File: src/rtl/igb_pkg.sv
package igb_pkg;
    typedef enum logic [1:0] {
        S_LOW_SEEK  = 2'd0,
        S_HIGH_SEEK = 2'd1,
        S_BREAK     = 2'd2
    } igb_state_t;
endpackage

File: src/rtl/igb_sync.sv
module igb_sync #(
    parameter int STAGES    = 2,
    parameter bit RESET_VAL = 1'b1
) (
    input  logic clk,
    input  logic rst,
    input  logic d,
    output logic q
);
    logic [STAGES-1:0] chain;

    always_ff @(posedge clk) begin
        if (rst) begin
            chain <= {STAGES{RESET_VAL}};
        end else begin
            chain <= {chain[STAGES-2:0], d};
        end
    end

    assign q = chain[STAGES-1];
endmodule

File: src/rtl/igb_fsm.sv
module igb_fsm
    import igb_pkg::*;
#(
    parameter int LOW_TICKS   = 10,
    parameter int HIGH_TICKS  = 4,
    parameter int BREAK_TICKS = 8,
    parameter int CNT_SAT     = 16
) (
    input  logic clk,
    input  logic rst,
    input  logic tick,
    input  logic line_s,
    input  logic break_req,
    input  logic bit_rx,
    output logic drive_low,
    output logic break_active
);
    localparam int CW = $clog2(CNT_SAT + 1);
    localparam logic [CW-1:0] LOW_N   = CW'(LOW_TICKS);
    localparam logic [CW-1:0] HIGH_N  = CW'(HIGH_TICKS);
    localparam logic [CW-1:0] BREAK_N = CW'(BREAK_TICKS);
    localparam logic [CW-1:0] SAT_N   = CW'(CNT_SAT);

    igb_state_t st, st_n;
    logic [CW-1:0] cnt, cnt_n, cnt_inc;

    assign cnt_inc = (cnt == SAT_N) ? cnt : cnt + 1'b1;

    always_comb begin
        st_n  = st;
        cnt_n = cnt;
        if (bit_rx) begin
            st_n  = S_LOW_SEEK;
            cnt_n = '0;
        end else if (tick) begin
            unique case (st)
                S_LOW_SEEK: begin
                    if (line_s) begin
                        cnt_n = '0;
                    end else if (cnt_inc == LOW_N) begin
                        st_n  = S_HIGH_SEEK;
                        cnt_n = '0;
                    end else begin
                        cnt_n = cnt_inc;
                    end
                end
                S_HIGH_SEEK: begin
                    if (line_s) begin
                        if (cnt_inc == HIGH_N) begin
                            st_n  = break_req ? S_BREAK : S_LOW_SEEK;
                            cnt_n = '0;
                        end else begin
                            cnt_n = cnt_inc;
                        end
                    end else if (cnt != '0) begin
                        st_n  = S_LOW_SEEK;
                        cnt_n = '0;
                    end
                end
                S_BREAK: begin
                    if (cnt_inc == BREAK_N) begin
                        st_n  = S_LOW_SEEK;
                        cnt_n = '0;
                    end else begin
                        cnt_n = cnt_inc;
                    end
                end
                default: begin
                    st_n  = S_LOW_SEEK;
                    cnt_n = '0;
                end
            endcase
        end
    end

    always_ff @(posedge clk) begin
        if (rst) begin
            st  <= S_LOW_SEEK;
            cnt <= '0;
        end else begin
            st  <= st_n;
            cnt <= cnt_n;
        end
    end

    always_comb begin
        drive_low    = 1'b0;
        break_active = 1'b0;
        unique case (st)
            S_BREAK: begin
                drive_low    = 1'b1;
                break_active = 1'b1;
            end
            default: begin
                drive_low    = 1'b0;
                break_active = 1'b0;
            end
        endcase
    end

    assert_reset_state_R1: assert property (@(posedge clk)
        rst |=> (st == S_LOW_SEEK) && !drive_low);

    assert_high_clears_low_R2: assert property (@(posedge clk) disable iff (rst)
        (st == S_LOW_SEEK && tick && line_s && !bit_rx) |=> (cnt == '0));

    assert_break_after_gap_R3: assert property (@(posedge clk) disable iff (rst)
        $rose(drive_low) |-> ($past(tick) && $past(line_s) && $past(break_req)
                              && $past(st) == S_HIGH_SEEK));

    assert_release_cause_R7: assert property (@(posedge clk) disable iff (rst)
        $fell(drive_low) |-> ($past(tick) || $past(bit_rx)));

    assert_abort_R8: assert property (@(posedge clk) disable iff (rst)
        bit_rx |=> (st == S_LOW_SEEK) && (cnt == '0) && !drive_low);

    assert_idle_hold_R10: assert property (@(posedge clk) disable iff (rst)
        (!tick && !bit_rx) |=> ($stable(st) && $stable(cnt)));

    assert_cnt_sat_R7: assert property (@(posedge clk) disable iff (rst)
        cnt <= SAT_N);
endmodule

File: src/rtl/idle_gap_breaker.sv
module idle_gap_breaker #(
    parameter int SYNC_STAGES = 2,
    parameter int LOW_TICKS   = 10,
    parameter int HIGH_TICKS  = 4,
    parameter int BREAK_TICKS = 8,
    parameter int CNT_SAT     = 16
) (
    input  logic clk,
    input  logic rst,
    input  logic tick,
    input  logic line_in,
    input  logic break_req,
    input  logic bit_rx,
    output logic drive_low,
    output logic break_active
);
    logic line_s;

    igb_sync #(
        .STAGES    (SYNC_STAGES),
        .RESET_VAL (1'b1)
    ) u_sync (
        .clk (clk),
        .rst (rst),
        .d   (line_in),
        .q   (line_s)
    );

    igb_fsm #(
        .LOW_TICKS   (LOW_TICKS),
        .HIGH_TICKS  (HIGH_TICKS),
        .BREAK_TICKS (BREAK_TICKS),
        .CNT_SAT     (CNT_SAT)
    ) u_fsm (
        .clk          (clk),
        .rst          (rst),
        .tick         (tick),
        .line_s       (line_s),
        .break_req    (break_req),
        .bit_rx       (bit_rx),
        .drive_low    (drive_low),
        .break_active (break_active)
    );
endmodule

File: config.mk
export PLATFORM = sky130hd
export DESIGN_NAME = idle_gap_breaker
export DESIGN_NICKNAME = d
export VERILOG_FILES = /design/src/rtl/igb_pkg.sv /design/src/rtl/igb_sync.sv /design/src/rtl/igb_fsm.sv /design/src/rtl/idle_gap_breaker.sv
export SDC_FILE = /design/constraint.sdc
export NUM_CORES = 1
export LEC_CHECK = 0
export ABC_AREA = 1
export BUFFER_PORTS_ARGS = -buffer_cell sky130_fd_sc_hd__buf_4
export CAP_MARGIN = 5
export CORE_ASPECT_RATIO = 1.5
export CORE_MARGIN = 4
export CORE_UTILIZATION = 30
export DETAILED_ROUTE_END_ITERATION = 6
export PLACE_DENSITY = 0.57
export SETUP_SLACK_MARGIN = 0.1
export SLEW_MARGIN = 20
export SYNTH_ARGS = -nofsm -noshare
export SYNTH_HDL_FRONTEND = slang
export SYNTH_SLANG_ARGS = --single-unit
File: constraint.sdc
create_clock -name clk -period 1.9 [get_ports clk]
set_input_delay 0.38 -clock clk [delete_from_list [all_inputs] [get_ports clk]]
set_output_delay 0.38 -clock clk [all_outputs]
set_load 0.03 [all_outputs]
# --- After elaboration in Yosys (flattened, before gate mapping) ---
# Index checks and enable logic that the tools add are counted.
# Widths: inputs -> output; s select.
totals:
  ff_bits: 9
  latch_bits: 0
  mem_bits_rw: 0
  mem_bits_ro: 0
  input_bits: 6
  n_memories: 0
classes:
  add_sub_neg: 1
  mul: 0
  div: 0
  order_cmp: 0
  eq_ne: 11
  n_shift: 0
  mux: 17
  bitwise_logic: 0
  n_reduce_logical: 5
op_table:
  columns: ["op", "n"]
  rows:
  - ["$mux 5", 7]
  - ["$pmux 5 s3", 1]
  - ["$mux 2", 7]
  - ["$eq 5x4->1 const B", 2]
  - ["$ne 3x2->1 const B", 2]
  - ["$pmux 2 s3", 1]
  - ["$reduce_and 6->1", 1]
  - ["$add 5x1->5 const B", 1]
  - ["$eq 5x3->1 const B", 1]
  - ["$eq 5x5->1 const B", 1]
  - ["$reduce_bool 5->1", 1]
  - ["$ne 2x1->1 const B", 2]
  - ["$eq 2x1->1 const B", 1]
  - ["$eq 2x2->1 const B", 1]
  - ["$logic_not 2->1", 1]
  - ["$ne 2x2->1 const B", 1]
  - ["$reduce_and 2->1", 1]
  - ["$reduce_or 2->1", 1]
  - ["$mux 1", 1]

# --- Logic depth before layout (Yosys ltp) ---
logic_depth:
  ltp_word: 6
  ltp_mapped: 13
  ltp_nobuf: 13

# --- Modules after synthesis ---
# A second synthesis with hierarchy kept.
unflattened:
  cells_unflattened: 114
  area_unflattened_um2: 694.4
by_module_without_submodules:
  columns: ["mod", "n_inst", "cells_per_inst", "area_per_inst_um2", "seq_area_each_um2"]
  rows:
  - ["igb_fsm", 1, 107, 635.6, 140.1]
  - ["igb_sync", 1, 7, 58.8, 40.0]

# --- Worst setup path after synthesis ---
# No wires, ideal clock.
synth_timing:
  path_kind: "reg2out"
  start: "register u_fsm.st[1]"
  end: "output port drive_low"
  arrival_ps: 1227
  t_required_ps: 1520
  slack_ps: 293
  path_stages_with_launch: 4
  n_path_buf: 1
  cell_sequence: "dfxtp_1 > inv_1 > nor2_1 > buf_4"
synth_via:
  elab_chain_len: 2
synth_rtl:
  columns: ["item", "line_no", "rtl"]
  rows:
  - ["from (decl)", "igb_fsm.sv:24", "igb_state_t st, st_n;"]
  - ["from (signal assigned)", "igb_fsm.sv:81", "st <= st_n;"]
  - ["$eq 2x2->1", null, null]
  - ["$mux 1", null, null]
  - ["to (decl)", "idle_gap_breaker.sv:14", "output logic drive_low,"]
# No other way between the ends.

# --- Final worst setup path ---
layout_timing:
  start: "register u_fsm.cnt[0]"
  end: "register u_fsm.st[1]"
layout_via:
  elab_chain_len: 5
  word_cells_on_any_way: 12
  cone_classes: "add/sub: 1; eq/ne: 8; mux: 1; reduce/logical: 2"
layout_rtl:
  columns: ["item", "line_no", "rtl"]
  rows:
  - ["from (decl)", "igb_fsm.sv:25", "logic [CW-1:0] cnt, cnt_n, cnt_inc;"]
  - ["from (signal assigned)", "igb_fsm.sv:82", "cnt <= cnt_n;"]
  - ["$add 5x1->5 or $eq 5x5->1 (tied branches)", "igb_fsm.sv:27", "assign cnt_inc = (cnt == SAT_N) ? cnt : cnt + 1'b1;"]
  - ["$mux 5", "igb_fsm.sv:27", null]
  - ["$eq 5x3->1 (tied with other cells)", "igb_fsm.sv:49", "if (cnt_inc == HIGH_N) begin"]
  - ["$ne 3x2->1 (no line) or $ne 2x1->1 (tied branches)", null, null]
  - ["$reduce_and 6->1 (no line) (*)", null, null]
# Mark *: on every way between the ends. The rest lies on a longest branch, timed or not.
# A chain may end at the register's enable or synchronous reset.

==> impl_metrics.env <==
export IMPL_power_share_switching_pct=24.16
export IMPL_internal_power_mw=0.2871
export IMPL_post_synth_cell_area_avg_um2=6.486
export IMPL_timing_final_setup_violations=0
export IMPL_fillCellCount=237
export IMPL_cellPowerDensity_mw_per_mm2=462.7
export IMPL_avgViaCountPerCell=5.007
export IMPL_routabilityCongestion=0.8123
export IMPL_design_portCount=8
export IMPL_fp_dieArea_mm2=0.003213
export IMPL_final_layout_size_suffix_gt1_share_pct=26.67
export IMPL_diodes=0
export IMPL_ys_warnings_count=0
export IMPL_share_of_synthesized_flip_flops_with_an_asynchronous_set_or_reset_pct=0
export IMPL_worstPathMaxFanout=8
export IMPL_grt_setup_unrepaired="no"
export IMPL_cts_tree="done"
export IMPL_floorplan_rows=21
export IMPL_final_antenna_net_count=0
export IMPL_synth_top_area_share_pct=25.49
export IMPL_layout_area_overhead_vs_synth_pct=15.75
export IMPL_regToRegSetupSlack_ps=230
export IMPL_numPortBuffers=7
export IMPL_power_combinational_fraction_pct=8.9
export IMPL_end_kind="flip-flop"
export IMPL_grt_overflow=0
export IMPL_power_leakage_nw=0.3663
export IMPL_cts_sinks=9
export IMPL_dpl_worst_slack_ps=103.5
export IMPL_report_final_slew_viol_count=0
export IMPL_power_share_of_the_sequential_group_pct=50.5
export IMPL_power_frac_clock_pct=40.6
export IMPL_vdd_ir_drop_max_mv=0.2641
export IMPL_worst_r2r_path_depth=10
export IMPL_period_share_pct=88.15
export IMPL_worst_r2r_startpoint="u_fsm.cnt[0]"
export IMPL_skew_ps=10.34
export IMPL_synth_enable_flop_cells=0
export IMPL_syn_instance_count=109
export IMPL_grt_pass1_wl_mm=2.787
export IMPL_whs_path_depth=2
export IMPL_drt_iter0_markers=15
export IMPL_synthMostInstantiatedCell="sky130_fd_sc_hd__nand2_1"
export IMPL_tightest_slew_ps=401.9
export IMPL_cts_path_max_buffers=2
export IMPL_grt_usage_pct=12.02
export IMPL_detail_route_wirelength_mm=1.683
export IMPL_clkSlewWorstSetupHoldPaths_ps=70
export IMPL_hold_viol=0
export IMPL_route_detailed_drc=0
export IMPL_p_sw_mw=0.09146
export IMPL_worstHoldStart="line_in"
export IMPL_post_synth_top_area_cell="sky130_fd_sc_hd__dfxtp_1"
export IMPL_synth_seq_area_share_pct=25.49
export IMPL_floorplan_die_width_um=47.64
export IMPL_critPathLaunchType="flip-flop"
export IMPL_cts_root_buf="sky130_fd_sc_hd__clkbuf_4"
export IMPL_finalWorstSetupSlack_ps=225.2
export IMPL_synth_common_cells="27 x sky130_fd_sc_hd__nand2_1, 15 x sky130_fd_sc_hd__inv_1, 10 x sky130_fd_sc_hd__nand3_1, 10 x sky130_fd_sc_hd__nor2_1, 9 x sky130_fd_sc_hd__dfxtp_1"
export IMPL_synth_seq_cells=9
export IMPL_critPathKind="flip-flop to flip-flop"
export IMPL_timing_critical_path_required_ps=2070
export IMPL_timing_final_crit_period_ps=1675
export IMPL_design_final_nets=130
export IMPL_hold_class="input pin to flip-flop"
export IMPL_net_count_after_synthesis=118
export IMPL_vias_in_the_first_global_route=693
export IMPL_floorplan_initialDensity_pct=31.65
export IMPL_setup_tns_final_ps=0
export IMPL_critPathArrivalTime_ps=1840
export IMPL_floorplan_core_area_mm2=0.002233
export IMPL_drt_first_pass_iters=4
export IMPL_relSlewSlack_pct=73.11
export IMPL_netlist_cell_type_count=22
export IMPL_drt_wirelength_per_cell_um=11.77
export IMPL_worstReg2RegEnd="u_fsm.st[1]"
export IMPL_peak_clock_frequency_supported_by_timing_mhz=597.1
export IMPL_grt_start_max_net_pins=11
export IMPL_syn_cell_area_um2=706.9
export IMPL_cts_htree_levels=1
export IMPL_initial_antenna_violation_count=0
export IMPL_cts_made_buffers=3
export IMPL_chipHeight_um=67.46
export IMPL_timing_max_cap_violations=0
export IMPL_holdBufCountCts=0
export IMPL_hold_path_endpoint="u_sync.chain[0]"
export IMPL_yosys_top_cells_area="sky130_fd_sc_hd__dfxtp_1 25%, sky130_fd_sc_hd__nand2_1 14%, sky130_fd_sc_hd__inv_1 8.0%, sky130_fd_sc_hd__nand3_1 7.1%, sky130_fd_sc_hd__ha_1 5.3%"
export IMPL_place_detailed_hpwl_mm=1.353
export IMPL_clkLatencyLatePin_ps=270
export IMPL_routed_via_count=716
export IMPL_final_util_pct=36.64
export IMPL_run_status="complete, no violations"
export IMPL_synthFlopType="sky130_fd_sc_hd__dfxtp_1"
[area by class of cell]
cell class                      count  area (um^2)  share of cell area [%]
Sequential cell                     9        185.2                   22.63
Multi-Input combinational cell     80        439.2                   53.67
Timing Repair Buffer               10        75.07                   9.174
Inverter                           17        63.81                   7.798
Clock buffer                        4        26.28                   3.211
Tap cell                           23        28.78                   3.517
[logic make-up (layout without fill, tap and decap cells)]
family                   count (synthesis)  count (layout)  share of synthesized area, %
buffers and inverters                   20              31                         13.27
AND/OR/NAND/NOR                         66              66                         46.20
adder cells (fa/ha/maj)                  3               3                         5.310
AO/OA/AOI/OAI                           11              11                         9.734
flip-flops                               9               9                         25.49
[registers in the layout, indices dropped and copies added (netlist names)]
name and flops:
u_sync.chain 2, u_fsm.cnt 5, u_fsm.st 2
[power by group through the flow]
stage                     Combinational, mW  Sequential, mW  Clock (mW)
final                                0.0337           0.191       0.154
after global routing                 0.0375           0.191       0.167
after CTS                            0.0318           0.192       0.160
after detailed placement             0.0317           0.197           0
after global placement               0.0314           0.197           0
after floorplan                      0.0176           0.196           0
[worst max path at each step]
| stage | to | depth (start not counted) | from | slack (ps) |
|---|---|---|---|---|
| after floorplan | drive_low | 3 | u_fsm.st[1] | 290 |
| final | u_fsm.st[1] | 10 | u_fsm.cnt[0] | 230 |
| after global routing | u_fsm.cnt[1] | 8 | u_fsm.cnt[0] | 90 |
| after CTS | u_fsm.st[1] | 10 | u_fsm.cnt[1] | 140 |
| after global placement | u_fsm.st[1] | 10 | u_fsm.cnt[0] | 130 |
| after detailed placement | u_fsm.st[1] | 10 | u_fsm.cnt[0] | 100 |
[per-stage QoR]
step           cell area [um^2]  hold WS, ps  cells  total power [mW]
2_1_floorplan             706.9        389.5    109            0.2138
3_5_place_dp              765.7        399.1    137            0.2284
6_report                  818.3        304.5    143            0.3786
4_1_cts                   793.3        300.0    141            0.3841
3_3_place_gp              765.7        396.4    137            0.2282
5_1_grt                   818.3        317.5    143            0.3955
[layer usage]
metal,part of all wire (%),GRT usage [%],vias up
met3,2.4,1.867,10
met5,0,0,-
met4,4.6,9.091,0
met2,53,20.30,16
li1,-,-,370
met1,40,12.58,320
[cells in the final DEF (no fill, tap or decap)]
cell type                  Yosys  layout
sky130_fd_sc_hd__clkbuf_4      0       3
sky130_fd_sc_hd__nand3_2       2       2
sky130_fd_sc_hd__nor2_2        2       2
sky130_fd_sc_hd__nand2_1      27      27
sky130_fd_sc_hd__nand2_2       4       4
sky130_fd_sc_hd__inv_2         1       1
sky130_fd_sc_hd__clkinv_1      1       1
sky130_fd_sc_hd__nand4_1       6       6
sky130_fd_sc_hd__nor2_1       10      10
sky130_fd_sc_hd__nor3b_1       1       1
sky130_fd_sc_hd__buf_4         1      10
sky130_fd_sc_hd__clkbuf_1      0       1
sky130_fd_sc_hd__or2_2         2       2
sky130_fd_sc_hd__dfxtp_4       0       1
sky130_fd_sc_hd__ha_1          3       2
sky130_fd_sc_hd__ha_2          0       1
sky130_fd_sc_hd__a21boi_2      0       1
sky130_fd_sc_hd__nand3_1      10      10
sky130_fd_sc_hd__dfxtp_1       9       7
sky130_fd_sc_hd__a21oi_1       7       7
sky130_fd_sc_hd__dfxtp_2       0       1
sky130_fd_sc_hd__o21ai_1       1       1
sky130_fd_sc_hd__a21oi_2       1       1
sky130_fd_sc_hd__inv_1        15      15
sky130_fd_sc_hd__a31oi_2       1       1
sky130_fd_sc_hd__nor2_4        2       2
[critical path: stages, from the launching register on]
cell and delay (ps):
sky130_fd_sc_hd__dfxtp_4 390, sky130_fd_sc_hd__inv_1 60, sky130_fd_sc_hd__ha_1 210, sky130_fd_sc_hd__nor3b_1 150
sky130_fd_sc_hd__a31oi_2 290, sky130_fd_sc_hd__buf_4 170, sky130_fd_sc_hd__nand2_2 50, sky130_fd_sc_hd__nor2_2 110
sky130_fd_sc_hd__nand2_1 50, sky130_fd_sc_hd__nand2_1 50, sky130_fd_sc_hd__nor2_1 30
[what timing repair did]
item	CTS	global route
cloned	0	0
setup endpoints to repair	1	6
pin swaps	0	2
gates resized for setup	1	4
hold endpoints to repair	0	0
setup buffers	0	2
Note: power is estimated with default switching activity, not from simulation.
